[config.mk]
export PLATFORM = sky130hd
export DESIGN_NAME = ptc_steer_alloc
export DESIGN_NICKNAME = d
export VERILOG_FILES = /design/src/rtl/ptc_pkg.sv /design/src/rtl/ptc_steer_decode.sv /design/src/rtl/ptc_sum_merge.sv /design/src/rtl/ptc_steer_alloc.sv
export SDC_FILE = /design/constraint.sdc
export NUM_CORES = 1
export LEC_CHECK = 0
export ABC_AREA = 1
export BUFFER_PORTS_ARGS = -buffer_cell sky130_fd_sc_hd__buf_2
export CORE_MARGIN = 2
export CORE_UTILIZATION = 37
export DETAILED_ROUTE_END_ITERATION = 10
export PLACE_DENSITY = 0.84
export SYNTH_ARGS = -nofsm -noshare
export SYNTH_HDL_FRONTEND = slang
export SYNTH_SLANG_ARGS = --single-unit
[constraint.sdc]
create_clock -name vclk -period 0.8
set_input_delay 0.12 -clock vclk [all_inputs]
set_output_delay 0.12 -clock vclk [all_outputs]
set_load 0.02 [all_outputs]
[src/rtl/ptc_pkg.sv]
package ptc_pkg;
    localparam int CODE_W = 2;

    typedef enum logic [CODE_W-1:0] {
        STEER_UP   = 2'd0,
        STEER_SELF = 2'd1,
        STEER_DN1  = 2'd2,
        STEER_DN2  = 2'd3
    } steer_e;
endpackage

[src/rtl/ptc_steer_decode.sv]
module ptc_steer_decode
    import ptc_pkg::*;
#(
    parameter int NCELL = 16,
    parameter int IDX   = 0
) (
    input  logic [CODE_W-1:0] code,
    output logic [NCELL-1:0]  route,
    output logic              err
);
    localparam int  T_UP   = IDX + 1;
    localparam int  T_SELF = IDX;
    localparam int  T_DN1  = IDX - 1;
    localparam int  T_DN2  = IDX - 2;
    localparam bit  OK_UP  = (T_UP < NCELL);
    localparam bit  OK_DN1 = (T_DN1 >= 0);
    localparam bit  OK_DN2 = (T_DN2 >= 0);
    localparam int  S_UP   = OK_UP  ? T_UP  : 0;
    localparam int  S_DN1  = OK_DN1 ? T_DN1 : 0;
    localparam int  S_DN2  = OK_DN2 ? T_DN2 : 0;

    always_comb begin
        route = '0;
        err   = 1'b0;
        unique case (steer_e'(code))
            STEER_UP: begin
                if (OK_UP) route[S_UP] = 1'b1;
                else       err         = 1'b1;
            end
            STEER_SELF: begin
                route[T_SELF] = 1'b1;
            end
            STEER_DN1: begin
                if (OK_DN1) route[S_DN1] = 1'b1;
                else        err          = 1'b1;
            end
            STEER_DN2: begin
                if (OK_DN2) route[S_DN2] = 1'b1;
                else        err          = 1'b1;
            end
            default: begin
                route = '0;
                err   = 1'b0;
            end
        endcase
    end
endmodule

[src/rtl/ptc_sum_merge.sv]
module ptc_sum_merge #(
    parameter int NCELL = 16
) (
    input  logic [NCELL*NCELL-1:0] route_flat,
    input  logic [NCELL-1:0]       cluster_in,
    output logic [NCELL-1:0]       mc_sum
);
    always_comb begin
        mc_sum = '0;
        for (int m = 0; m < NCELL; m++) begin
            for (int c = 0; c < NCELL; c++) begin
                mc_sum[m] = mc_sum[m] | (route_flat[c*NCELL + m] & cluster_in[c]);
            end
        end
    end
endmodule

[src/rtl/ptc_steer_alloc.sv]
module ptc_steer_alloc
    import ptc_pkg::*;
#(
    parameter int NCELL = 16
) (
    input  logic [NCELL-1:0]        cluster_in,
    input  logic [CODE_W*NCELL-1:0] steer_cfg,
    output logic [NCELL-1:0]        mc_sum,
    output logic [NCELL-1:0]        steer_err,
    output logic                    cfg_err
);
    localparam int ROUTE_W = NCELL * NCELL;

    logic [ROUTE_W-1:0] route_flat;

    for (genvar i = 0; i < NCELL; i++) begin : g_cluster
        ptc_steer_decode #(
            .NCELL (NCELL),
            .IDX   (i)
        ) u_dec (
            .code  (steer_cfg[CODE_W*i +: CODE_W]),
            .route (route_flat[NCELL*i +: NCELL]),
            .err   (steer_err[i])
        );
    end

    ptc_sum_merge #(
        .NCELL (NCELL)
    ) u_merge (
        .route_flat (route_flat),
        .cluster_in (cluster_in),
        .mc_sum     (mc_sum)
    );

    assign cfg_err = |steer_err;
endmodule

==> flow_summary.toml, run 1 <==
[outcome]
status = "complete, but fails checks"
violations = "negative setup slack"

[worst_hold_path]
hold_class = "input port to primary output"
min-delay-start = "steer_cfg[1]"

[cells_and_area]
area_growth_pct = 75.6
final_nets = 307
mostFrequentLayoutCells = "50 x nand2_1, 39 x inv_1, 31 x nand3_1, 31 x buf_6, 30 x buf_2"
clockBufferCount = 0
seq_cells = 0
fin_cells = 285
regArea_um2 = 0
drive_above_1_share_pct = 41.2
final_common_cell = "nand2_1"
diodes = 0
fill_cells = 204
final_area_mm2 = 0.00148

[power]
p_sw_uw = 514
p_total_uw = 943
power_leakage_nw = 0.937
comb_power_share_pct = 100.0
pwr-share-seq_pct = 0
netSwitchingFraction_pct = 54.5
power_density_mw_per_mm2 = 636
internal_power_uw = 429
p_clk_share_pct = 0
vdd_ir_drop_max_v = 0.000368

[routing]
met3_wirelength_um = 104
wl_met2_mm = 1.50
vias = 1226
drc_errors = 0
wire_per_inst_um = 9.36
ant_nets = 0
highest_layer = "met4"
wl_met1_mm = 1.02
drtIter0Drc = 10
wl_mm = 2.67
drt_pass1_iterations = 4
viasPerCell = 4.30

[critical_path]
endpoint = "mc_sum[6]"
critPathArrivalTime_ns = 0.70
crit_path_max_fanout = 4
crit_type = "input port to primary output"
critPathMaxStageDelay_ns = 0.12
cp-startpoint = "steer_cfg[11]"
endpoint_kind = "primary output"
worst_path_most_repeated_cell = "nand2_2"
required_ns = 0.68
crit_chain = "buf_8 > nor2_4 > nand2_2 > nand2_2 > inv_2 > nand2_2 > buf_6"
critPathSlowestCell = "buf_6"
startpoint_type = "input port"

[timing]
finalWorstSetupSlack_ns = -0.0196
max_freq_mhz = 1220
rsz0062_at_grt = "true"
min_period_ns = 0.820
drv_slew = 0
fin_crit_sh_pct = 102
hold_violations = 0
setup_viol = 1

[cts]
cts_setup_buffers = 0

[placed_design]
portBuffers = 68
dp_hpwl_mm = 1.81
place_area_mm2 = 0.00114
place.gp.congestion = 0.748
placed_cells = 285

[logic_synthesis]
avgSynthCellArea_um2 = 4.35
ys_warn_count = 0
ys_types = 9
synth-seq-area-share_pct = 0
syn_area_um2 = 845
syn_inst = 194

[global_routing]
grt_max_degree = 5
first_global_vias = 854
grt_first_pass_wirelength_mm = 3.12
grt_antenna_before_repair = 0
grt_use_total_pct = 14.1
grt.overflow.total = 0

[die]
die_area_mm2 = 0.00268
fp.dieW_um = 51.8
rows = 17
ios = 81
die_h_um = 51.8
initial_core_util_pct = 38.5
core_mm2 = 0.00219

[run]
maxCapViolations = 0
-- critical path: cells and delay by family --
kind	cells	cell delay, ns
AND/OR/NAND/NOR	4	0.32
buffers and inverters	3	0.26
-- Yosys cell counts --
cell type / number / area (µm²)
nand2_1: 61 / 229
o22ai_1: 1 / 6.26
nor2_2: 4 / 25.0
conb_1: 1 / 3.75
clkbuf_1: 1 / 3.75
nor2_1: 28 / 105
nand3_1: 35 / 175
inv_1: 47 / 176
buf_4: 16 / 120
-- per-stage QoR --
step                setup TNS, ns  hold WS [ns]  setup slack (ns)  utilization [%]
finish                    -0.0196         0.490           -0.0196             67.7
CTS                             0         0.492           0.00362             52.2
detailed placement       -0.00276         0.491          -0.00276             52.1
floorplan                       0         0.389             0.133                -
global placement        -0.000650         0.489         -0.000650             52.1
global route               -0.105         0.514           -0.0596             67.7
-- how the worst min path moves through the flow --
stage | slack (ns) | end | cells after the start
final | 0.49 | steer_err[0] | 2
after global routing | 0.51 | steer_err[0] | 2
after CTS | 0.49 | steer_err[0] | 2
after detailed placement | 0.49 | steer_err[0] | 2
after global placement | 0.49 | steer_err[0] | 2
after floorplan | 0.39 | mc_sum[15] | 1
-- cell families (layout without fill, tap and decap cells) --
group	count (synthesis)	in the layout	share of synthesized area (%)
AND/OR/NAND/NOR	128	128	63.3
buffers and inverters	64	115	35.6
other	1	13	0.444
AO/OA/AOI/OAI	1	1	0.741
-- repair_timing --
action                     in CTS  in global routing
pin swaps                       0                 36
hold buffers                    0                  0
gates resized for setup         1                113
setup endpoints to repair       1                 14
-- power by group through the flow --
stage / sequential (mW) / clock, mW / combinational, mW
after detailed placement: 0 / 0 / 0.684
after global routing: 0 / 0 / 1.02
final: 0 / 0 / 0.943
after CTS: 0 / 0 / 0.689
after floorplan: 0 / 0 / 0.451
after global placement: 0 / 0 / 0.676
-- metal layers --
metal | track usage [%] | up-vias
li1 | - | 670
met1 | 17.4 | 514
met2 | 28.6 | 38
met3 | 0 | 4
met4 | 0 | 0
met5 | 0 | -
-- area by class of cell --
| type | count | area, µm² | area share [%] |
|---|---|---|---|
| inverters | 47 | 179 | 12.1 |
| multi-input cells | 142 | 694 | 46.8 |
| repair buffers | 68 | 574 | 38.7 |
| well taps | 28 | 35.0 | 2.36 |
No activity file was read; power rests on OpenSTA's default activity.
==> run 2: changes to the inputs <==
--- a/config.mk
+++ b/config.mk
@@ -11,6 +11,7 @@
 export CORE_UTILIZATION = 37
 export DETAILED_ROUTE_END_ITERATION = 10
 export PLACE_DENSITY = 0.84
+export REMOVE_ABC_BUFFERS = 1
 export SYNTH_ARGS = -nofsm -noshare
 export SYNTH_HDL_FRONTEND = slang
 export SYNTH_SLANG_ARGS = --single-unit
==> flow_summary.toml, run 2 (synthesized netlist as in run 1, its figures left out) <==
[worst_hold_path]
hold_class = "input port to primary output"
hold_depth = 2
holdPathEnd = "steer_err[0]"
min-delay-start = "steer_cfg[1]"

[power]
pwr-share-seq_pct = 0
comb_power_share_pct = 100.0
power_density_mw_per_mm2 = 631
vdd_ir_drop_max_v = 0.000366
p_clk_share_pct = 0
power_leakage_nw = 0.947
p_sw_uw = 515
p_total_uw = 964
internal_power_uw = 449
netSwitchingFraction_pct = 53.4

[global_routing]
grt.overflow.total = 0
grt_use_met2_pct = 27.4
grt_first_pass_wirelength_mm = 3.31
grt_antenna_before_repair = 0
grt_use_met3_pct = 0.287
grt_use_total_pct = 14.7
grt_max_degree = 5
grt.met1_usage_pct = 19.4
first_global_vias = 901
grt_busiest_layer = "met2"

[timing]
hold_violations = 0
setup_viol = 1
min_period_ns = 0.804
rsz0062_at_grt = "true"
tns_ns = -0.00368
whs_ns = 0.472
max_freq_mhz = 1240
fin_crit_sh_pct = 100
finalWorstSetupSlack_ns = -0.00368
drv_slew = 0

[critical_path]
crit_type = "input port to primary output"
required_ns = 0.68
startpoint_type = "input port"
crit_path_max_fanout = 4
endpoint_kind = "primary output"
critPathArrivalTime_ns = 0.68

[die]
ios = 81
die_h_um = 51.8
initial_core_util_pct = 38.5
core_mm2 = 0.00219
die_area_mm2 = 0.00268
rows = 17
fp.dieW_um = 51.8

[cells_and_area]
fin_cells = 285
seq_cells = 0
regArea_um2 = 0
area_growth_pct = 80.9
final_common_cell = "nand2_1"
drive_above_1_share_pct = 41.6
clockBufferCount = 0
final_core_util_pct = 69.7
fill_cells = 196
final_nets = 307
mostFrequentLayoutCells = "51 x nand2_1, 37 x inv_1, 34 x nand3_1"
diodes = 0

[routing]
viasPerCell = 4.36
ant_nets = 0
wl_mm = 2.63
vias = 1244
drc_errors = 0
drtIter0Drc = 24
wire_per_inst_um = 9.21
drt_pass1_iterations = 4

[cts]
cts_setup_buffers = 0
cts_hold_buf = 0

[placed_design]
dp_hpwl_mm = 1.80
place.gp.congestion = 0.760
placed_cells = 285
portBuffers = 68

[outcome]
violations = "negative setup slack"
status = "complete, but fails checks"

[run]
maxCapViolations = 0
run 2: critical path, cell delays in order:
cell and delay, ns:
buf_6 0.11, nor2_4 0.10, nand2_2 0.06, nand2_2 0.06
inv_1 0.04, nand2_1 0.08, buf_6 0.12
run 2: metal layers:
metal,up-vias,routed length (µm)
met5,-,0
met4,0,40
met3,4,89
met2,35,1520
met1,536,974
li1,669,-
run 2: cell type report:
type	count	area (µm²)	area share, %
Timing Repair Buffer	68	617	40.4
Tap cell	28	35.0	2.29
Inverter	47	176	11.5
Multi-Input combinational cell	142	699	45.8
run 2: through the flow:
stage | instance area [µm²] | setup WS, ns
after CTS | 1150 | 0.00407
after global routing | 1530 | -0.0697
after global placement | 1140 | -0.00252
final | 1530 | -0.00368
after detailed placement | 1140 | -0.00697
after floorplan | 766 | 0.133
run 2: what timing repair did:
action,4_1_cts,5_1_grt
setup endpoints to repair,2,13
resized for setup,2,128
pin swaps,0,45
run 2: worst max path at each step:
stage                        from    endpoint  slack (ns)  depth (start not counted)
finish              steer_cfg[12]   mc_sum[7]      -0.004                          7
global route        steer_cfg[19]   mc_sum[7]       -0.07                          6
CTS                 steer_cfg[17]   mc_sum[9]       0.004                          7
detailed placement   steer_cfg[9]   mc_sum[4]      -0.007                          7
global placement     steer_cfg[7]   mc_sum[4]      -0.003                          7
floorplan           steer_cfg[29]  mc_sum[15]        0.13                          3
run 2: power by group through the flow:
stage	logic [mW]	registers (mW)	clock network [mW]
2_1_floorplan	0.385	0	0
3_3_place_gp	0.676	0	0
3_5_place_dp	0.684	0	0
4_1_cts	0.693	0	0
5_1_grt	1.05	0	0
6_report	0.964	0	0
==> run 3: changes to the inputs <==
--- a/config.mk
+++ b/config.mk
@@ -11,6 +11,7 @@
 export CORE_UTILIZATION = 37
 export DETAILED_ROUTE_END_ITERATION = 10
 export PLACE_DENSITY = 0.84
+export RECOVER_POWER = 100
 export REMOVE_ABC_BUFFERS = 1
 export SYNTH_ARGS = -nofsm -noshare
 export SYNTH_HDL_FRONTEND = slang
==> flow_summary.toml, run 3 (synthesized netlist as in run 1, its figures left out) <==
[global_routing]
grt_use_met3_pct = 0.287
grt_use_met2_pct = 27.4
grt_antenna_before_repair = 0
grt_busiest_layer = "met2"
first_global_vias = 901
grt_first_pass_wirelength_mm = 3.31
grt_use_total_pct = 14.7
grt.met1_usage_pct = 19.4
grt.overflow.total = 0
grt_max_degree = 5

[critical_path]
startpoint_type = "input port"
crit_type = "input port to primary output"
critPathArrivalTime_ns = 0.68
critPathMaxStageDelay_ns = 0.12
required_ns = 0.68
crit_chain = "buf_6 > nor2_4 > nand2_2 > nand2_2 > inv_1 > nand2_1 > buf_6"
crit_path_max_fanout = 4
endpoint_kind = "primary output"
critPathSlowestCell = "buf_6"

[die]
die_area_mm2 = 0.00268
ios = 81
die_h_um = 51.8
rows = 17
core_mm2 = 0.00219
initial_core_util_pct = 38.5
fp.dieW_um = 51.8

[placed_design]
pre_cts_slack_ns = -0.00697
place_area_mm2 = 0.00114
place.gp.congestion = 0.760
dp_hpwl_mm = 1.80
portBuffers = 68

[timing]
finalWorstSetupSlack_ns = -0.00387
tns_ns = -0.00387
rsz0062_at_grt = "true"
max_freq_mhz = 1240
min_period_ns = 0.804
fin_crit_sh_pct = 100
hold_violations = 0
drv_slew = 0
setup_viol = 1

[power]
p_total_uw = 959
power_density_mw_per_mm2 = 630
vdd_ir_drop_max_v = 0.000352
power_leakage_nw = 0.939

[cells_and_area]
regArea_um2 = 0
drive_above_1_share_pct = 40.9
clockBufferCount = 0
seq_cells = 0
area_growth_pct = 80.1
mostFrequentLayoutCells = "51 x nand2_1, 37 x inv_1, 34 x nand3_1"
multi_input_area_um2 = 699
final_nets = 307
fill_cells = 200
final_common_cell = "nand2_1"
diodes = 0
final_area_mm2 = 0.00152

[routing]
drtIter0Drc = 24
viasPerCell = 4.37
vias = 1246
drt_pass1_iterations = 4
wire_per_inst_um = 9.22
drc_errors = 0
wl_mm = 2.63
ant_nets = 0

[outcome]
status = "complete, but fails checks"
violations = "negative setup slack"

[cts]
cts_hold_buf = 0
cts_setup_buffers = 0

[run]
maxCapViolations = 0

[worst_hold_path]
hold_class = "input port to primary output"
[run 3: cell count changes in the layout (fill, tap and decap cells not counted), sizes merged]
cell / delta
buf: -7
clkbuf: +7
[run 3: what timing repair did]
item	4_1_cts	5_1_grt
setup endpoints to repair	2	13
resized for setup	2	128
pin swaps	0	45
[run 3: area by class of cell]
class	instances	area share, %
Inverter	47	11.6
Multi-Input combinational cell	142	46.0
Timing Repair Buffer	68	40.1
Tap cell	28	2.30
[run 3: metrics by stage]
stage | utilization, % | hold slack [ns] | cells
floorplan | - | 0.240 | 189
finish | 69.4 | 0.500 | 285
global route | 69.4 | 0.509 | 285
global placement | 52.1 | 0.488 | 285
CTS | 52.3 | 0.494 | 285
detailed placement | 52.1 | 0.493 | 285
[run 3: path summary, 6_finish.rpt]
path                       from      endpoint  depth (start not counted)
setup / recovery  steer_cfg[12]     mc_sum[7]                          7
hold / removal     steer_cfg[1]  steer_err[0]                          2
[run 3: routing by layer]
metal | part of all wire, % | up-vias | wire length, µm
met5 | 0 | - | 0
met4 | 1.5 | 0 | 40
met3 | 3.4 | 4 | 89
met2 | 58 | 35 | 1520
met1 | 37 | 538 | 977
li1 | - | 669 | -
[run 3: critical path: cells and delay by family]
| family | cells | cell delay, ns |
|---|---|---|
| and+or+nand+nor | 4 | 0.30 |
| buffers and inverters | 3 | 0.27 |
[run 3: where the power goes]
group,switching (mW),internal (mW),total (mW)
sequential,0,0,0
combinational,0.515,0.444,0.959
clock,0,0,0
total,0.515,0.444,0.959
